$ cat config.mk
export PLATFORM = sky130hd
export DESIGN_NAME = lag_top
export DESIGN_NICKNAME = d
export VERILOG_FILES = /design/src/rtl/lag_pkg.sv /design/src/rtl/lag_cfg_bank.sv /design/src/rtl/lag_loop_ctl.sv /design/src/rtl/lag_mac.sv /design/src/rtl/lag_top.sv
export SDC_FILE = /design/constraint.sdc
export NUM_CORES = 2
export LEC_CHECK = 0
export BUFFER_PORTS_ARGS = -buffer_cell sky130_fd_sc_hd__buf_2
export CAP_MARGIN = 25
export CORE_ASPECT_RATIO = 1.4
export CORE_MARGIN = 3
export CORE_UTILIZATION = 69
export CTS_CLUSTER_SIZE = 28
export DETAILED_ROUTE_END_ITERATION = 10
export PLACE_DENSITY = 0.85
export SKIP_LAST_GASP = 1
export SYNTH_ARGS = -nofsm -noshare
export SYNTH_HDL_FRONTEND = slang
export SYNTH_SLANG_ARGS = --single-unit
$ cat constraint.sdc
create_clock -name clk -period 10.19 [get_ports clk]
set_input_delay 0.5095 -clock clk [delete_from_list [all_inputs] [get_ports clk]]
set_output_delay 0.5095 -clock clk [all_outputs]
set_load 0.05 [all_outputs]
$ cat src/rtl/lag_pkg.sv
package lag_pkg;
  localparam logic [2:0] SEL_FIRST = 3'd0;
  localparam logic [2:0] SEL_STEP  = 3'd1;
  localparam logic [2:0] SEL_TRIPS = 3'd2;
  localparam logic [2:0] SEL_COEF  = 3'd3;
  localparam logic [2:0] SEL_SEED  = 3'd4;

  typedef enum logic [1:0] {
    ST_IDLE  = 2'd0,
    ST_ISSUE = 2'd1,
    ST_DRAIN = 2'd2
  } lag_state_e;
endpackage

$ cat src/rtl/lag_cfg_bank.sv
module lag_cfg_bank
  import lag_pkg::*;
#(
  parameter int AW = 16,
  parameter int CW = 16,
  parameter int DW = 32
) (
  input  logic          clk,
  input  logic          rst,
  input  logic          we,
  input  logic [2:0]    sel,
  input  logic [DW-1:0] wdata,
  input  logic          lock,
  output logic [AW-1:0] first_q,
  output logic [AW-1:0] step_q,
  output logic [CW-1:0] trips_q,
  output logic [DW-1:0] coef_q,
  output logic [DW-1:0] seed_q
);
  // Register bank; writes are dropped while a loop is running.
  always_ff @(posedge clk) begin
    if (rst) begin
      first_q <= '0;
      step_q  <= '0;
      trips_q <= '0;
      coef_q  <= '0;
      seed_q  <= '0;
    end else if (we && !lock) begin
      case (sel)
        SEL_FIRST: first_q <= wdata[AW-1:0];
        SEL_STEP:  step_q  <= wdata[AW-1:0];
        SEL_TRIPS: trips_q <= wdata[CW-1:0];
        SEL_COEF:  coef_q  <= wdata;
        SEL_SEED:  seed_q  <= wdata;
        default: ;
      endcase
    end
  end
endmodule

$ cat src/rtl/lag_loop_ctl.sv
module lag_loop_ctl
  import lag_pkg::*;
#(
  parameter int AW = 16,
  parameter int CW = 16
) (
  input  logic          clk,
  input  logic          rst,
  input  logic          start,
  input  logic [AW-1:0] first,
  input  logic [AW-1:0] step,
  input  logic [CW-1:0] trips,
  input  logic          fin,
  output logic          launch,
  output logic          busy,
  output logic          done,
  output logic          mem_re,
  output logic [AW-1:0] mem_addr,
  output logic          issue_last
);
  lag_state_e    state_q;
  logic [CW-1:0] remain_q;

  assign launch = start && (state_q == ST_IDLE);
  assign busy   = (state_q != ST_IDLE);

  always_ff @(posedge clk) begin
    if (rst) begin
      state_q    <= ST_IDLE;
      remain_q   <= '0;
      mem_re     <= 1'b0;
      mem_addr   <= '0;
      issue_last <= 1'b0;
      done       <= 1'b0;
    end else begin
      done <= 1'b0;
      case (state_q)
        ST_IDLE: begin
          if (start) begin
            if (trips == '0) begin
              done <= 1'b1;
            end else begin
              state_q    <= ST_ISSUE;
              mem_re     <= 1'b1;
              mem_addr   <= first;
              remain_q   <= trips - 1'b1;
              issue_last <= (trips == CW'(1));
            end
          end
        end
        ST_ISSUE: begin
          if (remain_q == '0) begin
            state_q    <= ST_DRAIN;
            mem_re     <= 1'b0;
            issue_last <= 1'b0;
          end else begin
            mem_addr   <= mem_addr + step;
            remain_q   <= remain_q - 1'b1;
            issue_last <= (remain_q == CW'(1));
          end
        end
        ST_DRAIN: begin
          if (fin) begin
            state_q <= ST_IDLE;
            done    <= 1'b1;
          end
        end
        default: state_q <= ST_IDLE;
      endcase
    end
  end
endmodule

$ cat src/rtl/lag_mac.sv
module lag_mac #(
  parameter int DW = 32
) (
  input  logic          clk,
  input  logic          rst,
  input  logic          launch,
  input  logic [DW-1:0] seed,
  input  logic [DW-1:0] coef,
  input  logic          rd_issue,
  input  logic          rd_last,
  input  logic [DW-1:0] rdata,
  output logic          fin,
  output logic [DW-1:0] acc_out
);
  // Working registers: wreg0 data, wreg1 coefficient, wreg2 product.
  logic [DW-1:0] wreg0, wreg1, wreg2;
  logic v1, v2, v3, l1, l2, l3;

  always_ff @(posedge clk) begin
    if (rst) begin
      v1 <= 1'b0; v2 <= 1'b0; v3 <= 1'b0;
      l1 <= 1'b0; l2 <= 1'b0; l3 <= 1'b0;
      wreg0 <= '0; wreg1 <= '0; wreg2 <= '0;
      acc_out <= '0;
    end else begin
      v1 <= rd_issue;
      l1 <= rd_issue && rd_last;
      v2 <= v1;
      l2 <= l1;
      v3 <= v2;
      l3 <= l2;
      if (v1) wreg0 <= rdata;
      if (v2) wreg2 <= wreg0 * wreg1;
      if (launch) begin
        wreg1   <= coef;
        acc_out <= seed;
      end else if (v3) begin
        acc_out <= acc_out + wreg2;
      end
    end
  end

  assign fin = v3 && l3;
endmodule

$ cat src/rtl/lag_top.sv
module lag_top #(
  parameter int AW = 16,
  parameter int CW = 16,
  parameter int DW = 32
) (
  input  logic          clk,
  input  logic          rst,
  input  logic          cfg_we,
  input  logic [2:0]    cfg_sel,
  input  logic [DW-1:0] cfg_wdata,
  input  logic          start,
  output logic          mem_re,
  output logic [AW-1:0] mem_addr,
  input  logic [DW-1:0] mem_rdata,
  output logic          busy,
  output logic          done,
  output logic [DW-1:0] acc_out
);
  logic [AW-1:0] first_q, stride_q;
  logic [CW-1:0] trips_q;
  logic [DW-1:0] coef_q, seed_q;
  logic launch, fin, issue_last;

  lag_cfg_bank #(.AW(AW), .CW(CW), .DW(DW)) u_cfg (
    .clk(clk), .rst(rst), .we(cfg_we), .sel(cfg_sel), .wdata(cfg_wdata),
    .lock(busy), .first_q(first_q), .step_q(stride_q), .trips_q(trips_q),
    .coef_q(coef_q), .seed_q(seed_q)
  );

  lag_loop_ctl #(.AW(AW), .CW(CW)) u_ctl (
    .clk(clk), .rst(rst), .start(start), .first(first_q), .step(stride_q),
    .trips(trips_q), .fin(fin), .launch(launch), .busy(busy), .done(done),
    .mem_re(mem_re), .mem_addr(mem_addr), .issue_last(issue_last)
  );

  lag_mac #(.DW(DW)) u_mac (
    .clk(clk), .rst(rst), .launch(launch), .seed(seed_q), .coef(coef_q),
    .rd_issue(mem_re), .rd_last(issue_last), .rdata(mem_rdata),
    .fin(fin), .acc_out(acc_out)
  );
endmodule

After elaboration in Yosys (flattened, before gate mapping). Index checks and enable logic that the tools add are counted. Widths: inputs -> output; s select.

Eq/ne operators: 13. Add/subtract/negate cells: 4. Reduce and logical (&&, ||, !) cells: 21. Multipliers: 1. Muxes and demuxes: 27.

Operator list (number): $mux 16 (6); $mux 32 (2); $pmux 16 s2 (2); $add 32x32->32 (1); $eq 16x1->1 const B (2); $logic_not 16->1 (2); $mul 32x32->32 (1); $sub 16x1->16 const B (2); $add 16x16->16 (1); $reduce_and 4->1 (3); $reduce_and 2->1 (5); $mux 1 (9); $mux 2 (4); $ne 2x2->1 const B (4); $eq 3x2->1 const B (2); $pmux 1 s2 (3); $pmux 2 s3 (1); $reduce_bool 2->1 (3); $logic_and 1x1->1 (4); $eq 3x1->1 const B (1); $eq 3x3->1 const B (1); $logic_not 3->1 (1); $reduce_and 3->1 (1); $eq 2x1->1 const B (1); other kinds (4) (4).

Flip-flop bits (word level): 283. Output and inout port bits: 51.

Longest topological paths before layout.
Depth after elaboration: 4. Mapped depth: 29. Gate-level depth less buffers: 27.

Hierarchy. From an unflattened synthesis, not the netlist that was laid out.

Cells, all modules: 3278. Area, all modules: 29726.0 um^2.

Modules (own cells, without submodules): lag_mac (times used 1, cells an instance 2491, sequential area each 2682.6 um^2, area an instance 22242.6 um^2); lag_cfg_bank (times used 1, cells an instance 406, sequential area each 2242.2 um^2, area an instance 4493.1 um^2); lag_loop_ctl (times used 1, cells an instance 381, sequential area each 740.7 um^2, area an instance 2990.4 um^2).

Worst setup path after synthesis. Ideal clock, no wire load.

Kind: register -> register. From: register u_mac.wreg1[4]. To: register u_mac.wreg2[30]. Data arrival time: 6.730 ns. Period minus slack after synthesis: 6.844 ns. Stages on the path, launching flop included: 26. Path slack: 3.346 ns. Required time: 10.076 ns. Path buffers: 2. Cell sequence: dfxtp_1 > clkbuf_1 > clkbuf_1 > and2_1 > fa_1 > inv_1 > fa_1 > fa_1 > fa_1 > inv_1 > fa_1 > inv_1 > fa_1 > inv_1 > fa_1 > fa_1 > ha_1 > a21o_1 > a21oi_1 > a32oi_1 > or3_1 > a41oi_1 > o41ai_2 > a31oi_1 > xnor2_1 > a21o_1.

Cells in the longest elaborated chain, start to end: 1.

Ends and longest elaborated chain: start: declaration (RTL line lag_mac.sv:16) `logic [DW-1:0] wreg0, wreg1, wreg2;`; start signal: assignment (RTL line lag_mac.sv:35) `wreg1 <= coef;`; $mul 32x32->32 (RTL line lag_mac.sv:33) `if (v2) wreg2 <= wreg0 * wreg1;`; end signal: assignment (RTL line lag_mac.sv:33); end: declaration (RTL line lag_mac.sv:16).

Every way passes these cells. A chain may end at the register's enable or synchronous reset.

Worst setup path after layout.
From: register u_mac.wreg1[7]. To: register u_mac.wreg2[30].

Same word-level chain as after synthesis.

==> results by group <==
Setup path
  • Maximum fanout along the worst path: 26
  • Top cell by count, worst path: fa_1
  • Worst endpoint required time: 10660 ps
  • List of cells traversed by the critical path: and2_1 -> fa_1 -> fa_1 -> fa_1 -> inv_1 -> fa_1 -> inv_1 -> fa_1 -> inv_1 -> fa_1 -> inv_1 -> fa_1 -> fa_1 -> ha_1 -> a21o_1 -> a21oi_1 -> a32oi_1 -> or3_1 -> a41oi_1 -> o41ai_2 -> a31oi_1 -> xnor2_1 -> a21o_1
  • Worst path max stage delay: 1100 ps
  • Startpoint type of the worst setup path: flip-flop
  • Critical path class: flip-flop to flip-flop
  • CP max stage cell: dfxtp_1
  • Arrival time at the worst endpoint: 8300 ps
  • Crit end category: flip-flop

Global route
  • Vias in the first global route: 25700
  • Global-route wire length before repair: 132 mm
  • Residual overflow from global routing: 0
  • Overall global routing resource usage: 38.3%
  • Largest net degree at the start of global routing: 138
  • Number of antenna violations at the first check in global routing: 1

Synth
  • Yosys reg bits: 283
  • Sequential-to-total area share from yosys stat: 19.7%
  • Combinational family with the most area after synthesis: adder cells
  • Synthesized netlist net count: 4034
  • Adder and majority cell fraction of the synthesized area: 36.0%
  • Simple-gate share of the synthesized area: 19.5%
  • Post-synth EDFFs: 0
  • Xor and xnor area share after synthesis: 3.90%
  • Post-synth cell types: 77
  • Top flip-flop cell by instance count after synthesis: dfxtp_1
  • Yosys warnings: 0
  • FFs w/ async S/R, synth: 0%
  • Area of the mapped netlist: 0.0288 mm²
  • Synthesized area per cell: 8.51 µm²
  • Post-Synthesis Cells: 3380
  • Area fraction in compound gates after synthesis: 10.2%
  • Mux cell area share after synthesis: 2.27%

Drt
  • Average detailed-routed wire length per instance: 21.1 µm
  • Via density per instance: 6.10
  • Iteration count of the initial detailed-routing pass: 6
  • First DRT Iteration DRCs: 1916
  • Antenna-violating nets left: 0
  • Detailed-route DRC error count: 0
  • Total via count after detailed routing: 24000
  • Routed WL: 82.9 mm

Die
  • Count of pins on the block boundary: 122
  • Floorplan row count: 87
  • Die Width: 179 µm
  • Starting utilization of the core area: 70.7%
  • Overall die height: 248 µm
  • Std-Cell Core Area: 0.0407 mm²
  • Total die area: 0.0442 mm²

Cells and area
  • Non-Filler Cell Area, Final: 0.0308 mm²
  • Top library cells by usage in the layout, fill and taps aside: 633 x nand2_1, 432 x inv_1, 410 x fa_1
  • Filler cell count in the final layout: 2900
  • Antenna fix cells: 0
  • Ratio of cells with drive above 1 in the final layout: 7.17%
  • Most common library cell in the layout ignoring fill and taps: nand2_1
  • Post-Layout Cell Count: 3936
  • Final net count: 4034
  • Area growth from synthesis to layout: 7.09%

Clock network
  • Max Root-Sink Buffers: 3
  • Register clock-pin slew on the reported worst setup and hold paths: 70 ps
  • Count of buffers added by post-CTS timing repair for setup: 0
  • Library cell used as clock root buffer: clkbuf_16
  • Post-cts sizing count: 0
  • Count of hold-fix buffers inserted at cts: 0
  • Inserted Clock Buffers: 29
  • CTS tree: done
  • Clock Latency Late Sink: 590 ps
  • Clock sinks: 283
  • CTS H-Tree Depth: 1

Placement
  • Estimated wirelength of the detail-placed design: 61.1 mm
  • DP Cell Count: 3879
  • Port-buffer cells: 121
  • Dpl cell area: 0.0296 mm²
  • Final GP Congestion: 0.995

STA
  • Final setup violation count: 0
  • Total negative slack: 0 ps
  • Number of failing hold endpoints at the final stage: 0
  • Min cycle time layout: 7830 ps
  • Number of pins exceeding their max-slew limit in the final report: 0
  • Setup Skew: 21.3 ps
  • Highest achievable clock rate: 0.128 GHz
  • Unrepaired setup endpoints after global routing: no
  • Post-route fraction of the period consumed by the critical path: 76.9%
  • Actual slew at the worst max-slew pin: 1180 ps
  • Relative slew margins: 21.5%

Pwr
  • Leakage power: 14.2 nW
  • Power density over the cells: 101 mW/mm²
  • Worst vdd rail ir drop: 167 µV

Flow run
  • Max-capacitance violation count: 0

Worst hold path
  • Class of the tightest hold or removal check: input port to flip-flop

Run status
  • Status: completed
layout make-up:
class | count | area [µm²] | area share [%]
multi-input cells | 2473 | 20700 | 67.2
well taps | 534 | 668 | 2.17
clock inverters | 21 | 385 | 1.25
inverters | 434 | 1630 | 5.29
flip-flops and latches | 283 | 5670 | 18.4
clock buffers | 32 | 757 | 2.46
repair buffers | 159 | 1000 | 3.24
synth_stat cells (all sizes together) (18+ instances only):
library cell / number / area [µm²]
and2: 281 / 1760
dfxtp: 283 / 5670
nor2: 165 / 619
a21o: 34 / 255
a211oi: 40 / 320
o21ai: 63 / 315
xor2: 38 / 333
a21oi: 239 / 1200
inv: 433 / 1630
xnor2: 90 / 788
nand3: 22 / 110
fa: 410 / 8210
nor3: 42 / 215
ha: 173 / 2160
mux2i: 64 / 641
clkbuf: 172 / 666
nand2: 635 / 2390
buf: 18 / 128
where the power goes:
part           total, mW  switching (mW)  internal [mW]
logic              0.566           0.394          0.171
registers           1.24          0.0816           1.16
clock network       1.29           0.496          0.792
total               3.10           0.971           2.13
worst max-delay path, delay by kind of cell (launching register included):
family | cells | cell delay [ps]
AO/OA/AOI/OAI | 7 | 1400
XOR/XNOR | 1 | 100
adder cells (fa/ha/maj) | 9 | 4270
buffers and inverters | 4 | 220
flip-flops | 1 | 1100
AND/OR/NAND/NOR | 2 | 640
cell families (layout without fill, tap and decap cells):
kind of cell / after synthesis / after routing
AOI/OAI and AO/OA: 474 / 474
adders and majority gates: 583 / 583
muxes: 65 / 65
DFF: 283 / 283
buffers and inverters: 624 / 646
and+or+nand+nor: 1223 / 1223
xor gates and xnor gates: 128 / 128
metal layers:
metal,GRT usage [%],part of all wire (%),up-vias
met3,7.79,9.2,396
met5,0,0.023,-
li1,-,-,10600
met1,43.8,34,11700
met2,64.3,49,1326
met4,26.4,8.1,2
flip-flops by register name, indices dropped and copies added, names as in the netlist:
register          flops
u_ctl.done            1
u_mac.l3              1
u_cfg.step_q         16
u_mac.l2              1
u_cfg.coef_q         32
u_mac.acc_out        32
u_mac.v1              1
u_mac.v3              1
u_mac.wreg2          32
u_ctl.mem_re          1
u_mac.v2              1
u_cfg.first_q        16
u_ctl.remain_q       16
u_ctl.state_q         2
u_cfg.seed_q         32
u_ctl.issue_last      1
u_cfg.trips_q        16
u_mac.wreg1          32
u_ctl.mem_addr       16
u_mac.wreg0          32
u_mac.l1              1
per-stage QoR:
stage | power (mW) | setup WS, ps | utilization, % | hold WS (ps)
floorplan | 1.65 | 3350 | - | 414
global placement | 1.79 | 2720 | 72.5 | 433
detailed placement | 1.81 | 2580 | 72.7 | 446
CTS | 3.09 | 2470 | 75.5 | 147
global route | 3.19 | 2110 | 75.7 | 164
finish | 3.10 | 2360 | 75.7 | 155
path summary, 6_finish.rpt:
path,startpoint,end,slack [ps],cells after the start
setup / recovery,u_mac.wreg1[7]$_SDFFE_PP0P_,u_mac.wreg2[30]$_SDFFE_PP0P_,2360,23
hold / removal,mem_rdata[20],u_mac.wreg0[20]$_SDFFE_PP0P_,150,3
hold reg to reg,u_cfg.coef_q[12]$_SDFFE_PP0P_,u_cfg.coef_q[12]$_SDFFE_PP0P_,460,2
setup reg to reg,u_mac.wreg1[7]$_SDFFE_PP0P_,u_mac.wreg2[30]$_SDFFE_PP0P_,2360,23
No activity file was read; power rests on OpenSTA's default activity.
